<file path="config.mk">
export PLATFORM = sky130hd
export DESIGN_NAME = prio_irq_ctrl
export DESIGN_NICKNAME = d
export VERILOG_FILES = /design/src/rtl/prio_irq_pkg.sv /design/src/rtl/prio_irq_decode.sv /design/src/rtl/prio_irq_bank.sv /design/src/rtl/prio_irq_arb.sv /design/src/rtl/prio_irq_ctrl.sv
export SDC_FILE = /design/constraint.sdc
export NUM_CORES = 2
export LEC_CHECK = 0
export BUFFER_PORTS_ARGS = -buffer_cell sky130_fd_sc_hd__buf_4
export CAP_MARGIN = 25
export CORE_MARGIN = 10
export CORE_UTILIZATION = 47
export DETAILED_ROUTE_END_ITERATION = 12
export SLEW_MARGIN = 20
export SYNTH_ARGS = -nofsm -noshare
export SYNTH_HDL_FRONTEND = slang
export SYNTH_HIERARCHICAL = 1
export SYNTH_SLANG_ARGS = --single-unit
</file>
<file path="constraint.sdc">
create_clock -name clk -period 5.07 [get_ports clk]
set_input_delay 0.507 -clock clk [delete_from_list [all_inputs] [get_ports clk]]
set_output_delay 0.507 -clock clk [all_outputs]
set_load 0.01 [all_outputs]
</file>
<file path="src/rtl/prio_irq_pkg.sv">
package prio_irq_pkg;

  localparam logic [7:0] EVT_TYPE_HW = 8'd1;

  // Section of a die bank selected by a word offset.
  typedef enum logic [2:0] {
    SEC_CFG   = 3'd0,
    SEC_SWSET = 3'd1,
    SEC_SWCLR = 3'd2,
    SEC_MSET  = 3'd3,
    SEC_MCLR  = 3'd4,
    SEC_HW    = 3'd5,
    SEC_NONE  = 3'd6
  } bank_sec_e;

  function automatic logic [31:0] pack_event(input logic [7:0] die, input logic [15:0] num);
    return {die, EVT_TYPE_HW, num};
  endfunction

endpackage

</file>
<file path="src/rtl/prio_irq_decode.sv">
module prio_irq_decode #(
  parameter int NUM_DIES  = 2,
  parameter int NUM_LINES = 64,
  parameter int AW        = 14,
  parameter int BASE_W    = 64,
  localparam int WPD      = NUM_LINES / 32,
  localparam int STRIDE_W = NUM_LINES + 5 * WPD,
  localparam int OFF_W    = $clog2(STRIDE_W)
) (
  input  logic [AW-1:0]       addr_w,
  output logic                hit_cfg,
  output logic                hit_evt,
  output logic [NUM_DIES-1:0] bank_hit,
  output logic [OFF_W-1:0]    bank_off
);

  always_comb begin
    hit_cfg  = (addr_w == AW'(0));
    hit_evt  = (addr_w == AW'(1));
    bank_hit = '0;
    bank_off = '0;
    for (int d = 0; d < NUM_DIES; d++) begin
      if ((32'(addr_w) >= 32'(BASE_W + d * STRIDE_W)) &&
          (32'(addr_w) <  32'(BASE_W + (d + 1) * STRIDE_W))) begin
        bank_hit[d] = 1'b1;
        bank_off    = OFF_W'(32'(addr_w) - 32'(BASE_W + d * STRIDE_W));
      end
    end
  end

endmodule

</file>
<file path="src/rtl/prio_irq_bank.sv">
module prio_irq_bank
  import prio_irq_pkg::*;
#(
  parameter int NUM_LINES = 64,
  localparam int WPD      = NUM_LINES / 32,
  localparam int STRIDE_W = NUM_LINES + 5 * WPD,
  localparam int OFF_W    = $clog2(STRIDE_W),
  localparam int LINE_W   = $clog2(NUM_LINES),
  localparam int WSEL_W   = $clog2(WPD > 1 ? WPD : 2)
) (
  input  logic                 clk,
  input  logic                 rst,
  input  logic                 wr_en,
  input  logic [OFF_W-1:0]     off,
  input  logic [31:0]          wdata,
  input  logic                 ack_en,
  input  logic [LINE_W-1:0]    ack_line,
  input  logic [NUM_LINES-1:0] hw_in,
  output logic [31:0]          rd_word,
  output logic [NUM_LINES-1:0] mask_o,
  output logic [NUM_LINES-1:0] pend_o
);

  bank_sec_e             sec;
  logic [LINE_W-1:0]     line_sel;
  logic [WSEL_W-1:0]     wsel;
  logic [NUM_LINES-1:0]  mask_q, mask_n;
  logic [NUM_LINES-1:0]  sw_q, sw_n;
  logic [3:0]            cfg_mem [NUM_LINES];

  // Section decode of the bank-relative word offset.
  always_comb begin
    sec      = SEC_NONE;
    line_sel = '0;
    wsel     = '0;
    if (32'(off) < 32'(NUM_LINES)) begin
      sec      = SEC_CFG;
      line_sel = off[LINE_W-1:0];
    end else begin
      for (int k = 0; k < 5; k++) begin
        if ((32'(off) >= 32'(NUM_LINES + k * WPD)) &&
            (32'(off) <  32'(NUM_LINES + (k + 1) * WPD))) begin
          sec  = bank_sec_e'(3'(k + 1));
          wsel = WSEL_W'(32'(off) - 32'(NUM_LINES + k * WPD));
        end
      end
    end
  end

  // Next state of the bit arrays: set/clear writes, then the auto-mask.
  always_comb begin
    mask_n = mask_q;
    sw_n   = sw_q;
    if (wr_en) begin
      case (sec)
        SEC_SWSET: sw_n[wsel*32 +: 32]   = sw_q[wsel*32 +: 32] | wdata;
        SEC_SWCLR: sw_n[wsel*32 +: 32]   = sw_q[wsel*32 +: 32] & ~wdata;
        SEC_MSET:  mask_n[wsel*32 +: 32] = mask_q[wsel*32 +: 32] | wdata;
        SEC_MCLR:  mask_n[wsel*32 +: 32] = mask_q[wsel*32 +: 32] & ~wdata;
        default: ;
      endcase
    end
    if (ack_en) mask_n[ack_line] = 1'b1;
  end

  always_ff @(posedge clk) begin
    if (rst) begin
      mask_q <= '1;
      sw_q   <= '0;
    end else begin
      mask_q <= mask_n;
      sw_q   <= sw_n;
    end
  end

  // Per-line config words: no reset, so the array maps onto RAM.
  always_ff @(posedge clk) begin
    if (wr_en && sec == SEC_CFG) cfg_mem[line_sel] <= wdata[3:0];
  end

  always_comb begin
    case (sec)
      SEC_CFG:               rd_word = {28'd0, cfg_mem[line_sel]};
      SEC_SWSET, SEC_SWCLR:  rd_word = sw_q[wsel*32 +: 32];
      SEC_MSET, SEC_MCLR:    rd_word = mask_q[wsel*32 +: 32];
      SEC_HW:                rd_word = hw_in[wsel*32 +: 32];
      default:               rd_word = 32'd0;
    endcase
  end

  assign mask_o = mask_q;
  assign pend_o = hw_in | sw_q;

endmodule

</file>
<file path="src/rtl/prio_irq_arb.sv">
module prio_irq_arb #(
  parameter int N       = 128,
  localparam int IDX_W  = $clog2(N)
) (
  input  logic [N-1:0]     req,
  output logic             found,
  output logic [IDX_W-1:0] idx
);

  // Scan from the top so the lowest requesting index is assigned last.
  always_comb begin
    found = 1'b0;
    idx   = '0;
    for (int i = N - 1; i >= 0; i--) begin
      if (req[i]) begin
        found = 1'b1;
        idx   = IDX_W'(i);
      end
    end
  end

endmodule

</file>
<file path="src/rtl/prio_irq_ctrl.sv">
module prio_irq_ctrl
  import prio_irq_pkg::*;
#(
  parameter int          NUM_DIES  = 2,
  parameter int          NUM_LINES = 64,
  parameter int          ADDR_W    = 16,
  parameter int unsigned BANK_BASE = 32'h100
) (
  input  logic                          clk,
  input  logic                          rst,
  input  logic                          req_valid,
  input  logic                          req_write,
  input  logic [ADDR_W-1:0]             req_addr,
  input  logic [31:0]                   req_wdata,
  input  logic [NUM_DIES*NUM_LINES-1:0] hw_irq,
  output logic                          rd_valid,
  output logic [31:0]                   rd_data,
  output logic                          irq_o
);

  localparam int TOTAL    = NUM_DIES * NUM_LINES;
  localparam int WPD      = NUM_LINES / 32;
  localparam int STRIDE_W = NUM_LINES + 5 * WPD;
  localparam int OFF_W    = $clog2(STRIDE_W);
  localparam int LINE_W   = $clog2(NUM_LINES);
  localparam int IDX_W    = $clog2(TOTAL);
  localparam int DIE_W    = $clog2(NUM_DIES > 1 ? NUM_DIES : 2);
  localparam int AW       = ADDR_W - 2;
  localparam int BASE_W   = int'(BANK_BASE / 4);

  logic                hit_cfg, hit_evt;
  logic [NUM_DIES-1:0] bank_hit;
  logic [OFF_W-1:0]    bank_off;
  logic [TOTAL-1:0]    pend_all, mask_all, cand;
  logic [31:0]         bank_rd [NUM_DIES];
  logic                win_found;
  logic [IDX_W-1:0]    win_idx;
  logic [DIE_W-1:0]    win_die;
  logic [LINE_W-1:0]   win_line;
  logic                en_q, irq_q, rd_valid_q;
  logic [31:0]         rd_q, rd_mux;
  logic                rd_req, wr_req, ev_fire;

  assign rd_req = req_valid & ~req_write;
  assign wr_req = req_valid & req_write;

  prio_irq_decode #(
    .NUM_DIES (NUM_DIES),
    .NUM_LINES(NUM_LINES),
    .AW       (AW),
    .BASE_W   (BASE_W)
  ) u_decode (
    .addr_w  (req_addr[ADDR_W-1:2]),
    .hit_cfg (hit_cfg),
    .hit_evt (hit_evt),
    .bank_hit(bank_hit),
    .bank_off(bank_off)
  );

  assign cand = pend_all & ~mask_all;

  prio_irq_arb #(.N(TOTAL)) u_arb (
    .req  (cand),
    .found(win_found),
    .idx  (win_idx)
  );

  assign win_die  = DIE_W'(32'(win_idx) / NUM_LINES);
  assign win_line = LINE_W'(32'(win_idx) % NUM_LINES);
  assign ev_fire  = rd_req & hit_evt & en_q & win_found;

  for (genvar d = 0; d < NUM_DIES; d++) begin : g_die
    prio_irq_bank #(.NUM_LINES(NUM_LINES)) u_bank (
      .clk     (clk),
      .rst     (rst),
      .wr_en   (wr_req & bank_hit[d]),
      .off     (bank_off),
      .wdata   (req_wdata),
      .ack_en  (ev_fire && (32'(win_die) == d)),
      .ack_line(win_line),
      .hw_in   (hw_irq[d*NUM_LINES +: NUM_LINES]),
      .rd_word (bank_rd[d]),
      .mask_o  (mask_all[d*NUM_LINES +: NUM_LINES]),
      .pend_o  (pend_all[d*NUM_LINES +: NUM_LINES])
    );
  end

  always_comb begin
    rd_mux = 32'd0;
    if (hit_cfg) begin
      rd_mux = {31'd0, en_q};
    end else if (hit_evt) begin
      rd_mux = ev_fire ? pack_event(8'(win_die), 16'(win_line)) : 32'd0;
    end else begin
      for (int d = 0; d < NUM_DIES; d++) begin
        if (bank_hit[d]) rd_mux = bank_rd[d];
      end
    end
  end

  always_ff @(posedge clk) begin
    if (rst) begin
      en_q       <= 1'b0;
      irq_q      <= 1'b0;
      rd_valid_q <= 1'b0;
      rd_q       <= 32'd0;
    end else begin
      if (wr_req && hit_cfg) en_q <= req_wdata[0];
      irq_q      <= en_q & (|cand);
      rd_valid_q <= rd_req;
      rd_q       <= rd_req ? rd_mux : 32'd0;
    end
  end

  assign rd_valid = rd_valid_q;
  assign rd_data  = rd_q;
  assign irq_o    = irq_q;

endmodule

</file>
==> flow_summary_export.csv <==
group,metric,value,unit
status,outcome,"complete, no violations",
placement,hpwl,106,mm
synth,yosysWarnings,6,
floorplan,die_x,312,µm
finish,nNetsFinal,4358,
global_route,overflow,0,
pwr,pwr-share-seq,48.1,%
placement,place_ws,0.205,ns
pwr,ir_worst_vdd,0.000316,V
synth,synth_nets,4097,
drt,totalWireLength,150,mm
setup_path,cp-end-kind,"flop",
synth,synth_seq_cells,803,
placement,gp_congestion,0.977,
synth,synth_area_leaders,"edfxtp_1 (38%), dfxtp_1 (15%), mux2i_1 (6.7%)",
synth,async_flop_share,0,%
clocking,post_cts_resized,0,
timing,fin_ws,0.679,ns
timing,finalClockSkew,0.0257,ns
clocking,cts_tree,"built",
synth,synth.distinct_cells,97,
setup_path,slowest_stage,"nor2_1",
timing,period_share,86.6,%
setup_path,reg2reg_from,"g_die[0].u_bank/sw_q[62]",
synth,synth_area,40200,µm²
timing,relSlewSlack,31.2,%
setup_path,crit_type,"reg -> reg",
floorplan,core-area,85000,µm²
timing,worst_pin_slew,1.03,ns
clocking,htreeDepth,3,
timing,fin_crit,4.39,ns
pwr,pwr-share-comb,3.9,%
timing,clock.fmax,0.228,GHz
synth,synthXorXnorAreaFrac,0,%
drt,vias_per_cell,6.28,
finish,layout-drive-gt1-share,19.4,%
pwr,p_per_area,306,nW/µm²
synth,yosysTopAreaCell,"edfxtp_1",
drt,vias,33900,
floorplan,initial_utilization,47.2,%
floorplan,dieArea,97600,µm²
pwr,power.switching,3150,µW
clocking,clk_latency,0.67,ns
timing,setup_viol,0,
global_route,grt_pass1_wl,219,mm
synth,avgSynthCellArea,10.3,µm²
global_route,grt_use_total,29.5,%
clocking,cts_made_buffers,89,
timing,hold_viol_final,0,
drt,wire_per_inst,27.8,µm
synth,yosys.area_share.adder,0.0623,%
clocking,post-cts-setup-buffer-count,0,
synth,synth_compound_area_share,17.3,%
synth,synth_ff_type,"edfxtp_1",
floorplan,pin_count,214,
timing,tns,0,ns
setup_path,start_kind,"flop",
global_route,grt_pass1_vias,32500,
drt,drc,0,
setup_path,crit_fanout,16,
synth,ys_seq_area_share,52.8,%
synth,synth_simple_gate_area_share,18.6,%
pwr,p_leak,0.0167,µW
pwr,swShare,21.8,%
run,maxCapViolations,0,
setup_path,crit_required,5.62,ns
setup_path,slowest_delay,0.80,ns
finish,diodes,0,
synth,synth_mux_area_share,7.64,%
hold_path,hold_path.class,"in -> reg",
global_route,antenna_found_initial,1,
clocking,cts_sinks,803,
pwr,design_power_total,14400,µW
finish,finish.utilization,55.4,%
synth,synth_top_area_share,38.3,%
global_route,grt_start_max_net_pins,111,
synth,synth_edf_count,512,
timing,rsz0062_at_grt,"no",
floorplan,num_rows,107,
placement,port_buffers,211,
drt,first_pass_iters,7,
clocking,clk_pin_slew,0.06,ns
setup_path,cpMostUsedCell,"a31oi_1",
setup_path,path_cells,"or2_2, nor2b_1, or3_1, or4_1, nor3_2, nand3_1, a31oi_1, o211ai_1, a31oi_1, buf_12, nand2_1, nor2_1, a21oi_1, o311ai_0",
clocking,postCtsHoldBufs,0,
timing,timing.hold.ws,0.191,ns
setup_path,arrival,4.94,ns
synth,synth_top_family_by_area,"simple AND/OR/NAND/NOR gates",
drt,dr.first_iter.drc_count,4032,
pwr,p_int,11300,µW
synth,yosys-top-cells-count,"nand2_1 (541), edfxtp_1 (512), a21oi_1 (382)",
drt,ant_nets,0,
finish,syn_to_final_growth,17.4,%
setup_path,ff2ff_setup_slack,0.68,ns
hold_path,hold_start,"req_wdata[21]",
clocking,cts-root-buf,"clkbuf_16",
synth,yosysMostFrequentCell,"nand2_1",
setup_path,startpoint,"g_die[0].u_bank/sw_q[62]",
pwr,pwr-share-clk,48.1,%
clocking,clockBufferDepth,3,
floorplan,die_y,312,µm
finish,fillers,7548,
synth,synth_cells,3915,
timing,finalMaxSlewViolations,0,
[critical path: cells and delay by family, from the launching register on]
kind / cells / cell delay (ns)
AOI/OAI and AO/OA: 5 / 1.16
buffers and inverters: 1 / 0.20
DFF: 1 / 0.32
and+or+nand+nor: 8 / 2.60
[kinds of logic after synthesis]
kind of cell / after synthesis
DFF: 803
muxes: 294
adders and majority gates: 2
AOI/OAI and AO/OA: 1026
buffers and inverters: 317
and+or+nand+nor: 1473
[placed cells by master (no fill, tap or decap), types with 19 or more instances in the layout]
| master | n |
|---|---|
| nand2_1 | 540 |
| edfxtp_1 | 512 |
| buf_4 | 408 |
| a21oi_1 | 381 |
| nor2_1 | 297 |
| dfxtp_1 | 291 |
| mux2i_1 | 267 |
| or2_2 | 136 |
| a311oi_1 | 128 |
| nor2b_1 | 122 |
| clkbuf_16 | 89 |
| o21ai_0 | 80 |
| o22ai_1 | 68 |
| nor4_1 | 66 |
| nor3_1 | 57 |
| inv_1 | 51 |
| nand3_1 | 49 |
| a22oi_1 | 47 |
| or3_1 | 41 |
| o22a_1 | 35 |
| nor2b_4 | 29 |
| o311ai_0 | 27 |
| nand2b_1 | 26 |
| a221oi_1 | 25 |
| buf_12 | 23 |
| clkinv_2 | 21 |
| o211ai_1 | 20 |
| a31oi_1 | 19 |
| o311ai_1 | 19 |
[final timing paths]
check,endpoint,cells past startpoint
min,g_die[1].u_bank/sw_q[53],2
min reg2reg,g_die[1].u_bank/mask_o[25],2
max reg2reg,g_die[0].u_bank/mask_o[25],14
max,g_die[0].u_bank/mask_o[25],14
[power by group through the flow]
| stage | Combinational (µW) | Sequential (µW) | Clock [µW] |
|---|---|---|---|
| 4_1_cts | 548 | 6940 | 7040 |
| 6_report | 558 | 6940 | 6940 |
| 2_1_floorplan | 184 | 7080 | 0 |
| 5_1_grt | 585 | 6940 | 7280 |
| 3_3_place_gp | 544 | 7080 | 0 |
| 3_5_place_dp | 546 | 7080 | 0 |
[cell type report]
cell class,count,area (µm²),area share (%)
clock inverter,54,749,1.59
sequential,803,21200,45.0
multi-input combinational,2795,17600,37.4
clock buffer,113,2400,5.09
timing repair buffer,433,3540,7.51
tap,1144,1430,3.04
inverter,54,203,0.430
[flip-flops by register name, summed over array words and instances, names as in the netlist]
| register | count |
|---|---|
| g_die.u_bank/cfg_mem | 512 |
| g_die.u_bank/mask_o | 128 |
| g_die.u_bank/sw_q | 128 |
| rd_data | 32 |
| en_q | 1 |
| irq_o | 1 |
| rd_valid | 1 |
[routing by layer]
metal	track usage (%)	vias up	part of all wire, %
met3	4.73	345	8.4
met4	15.0	2	5.7
li1	-	15300	-
met1	39.6	16500	41
met2	45.7	1771	45
met5	0	-	0.0073
[through the flow]
stage	cell area, µm²	instances
finish	47100	5396
global route	47100	5396
CTS	47100	5395
detailed placement	44000	5228
global placement	44000	5228
floorplan	40200	3915
Note: power is estimated with default switching activity, not from simulation.
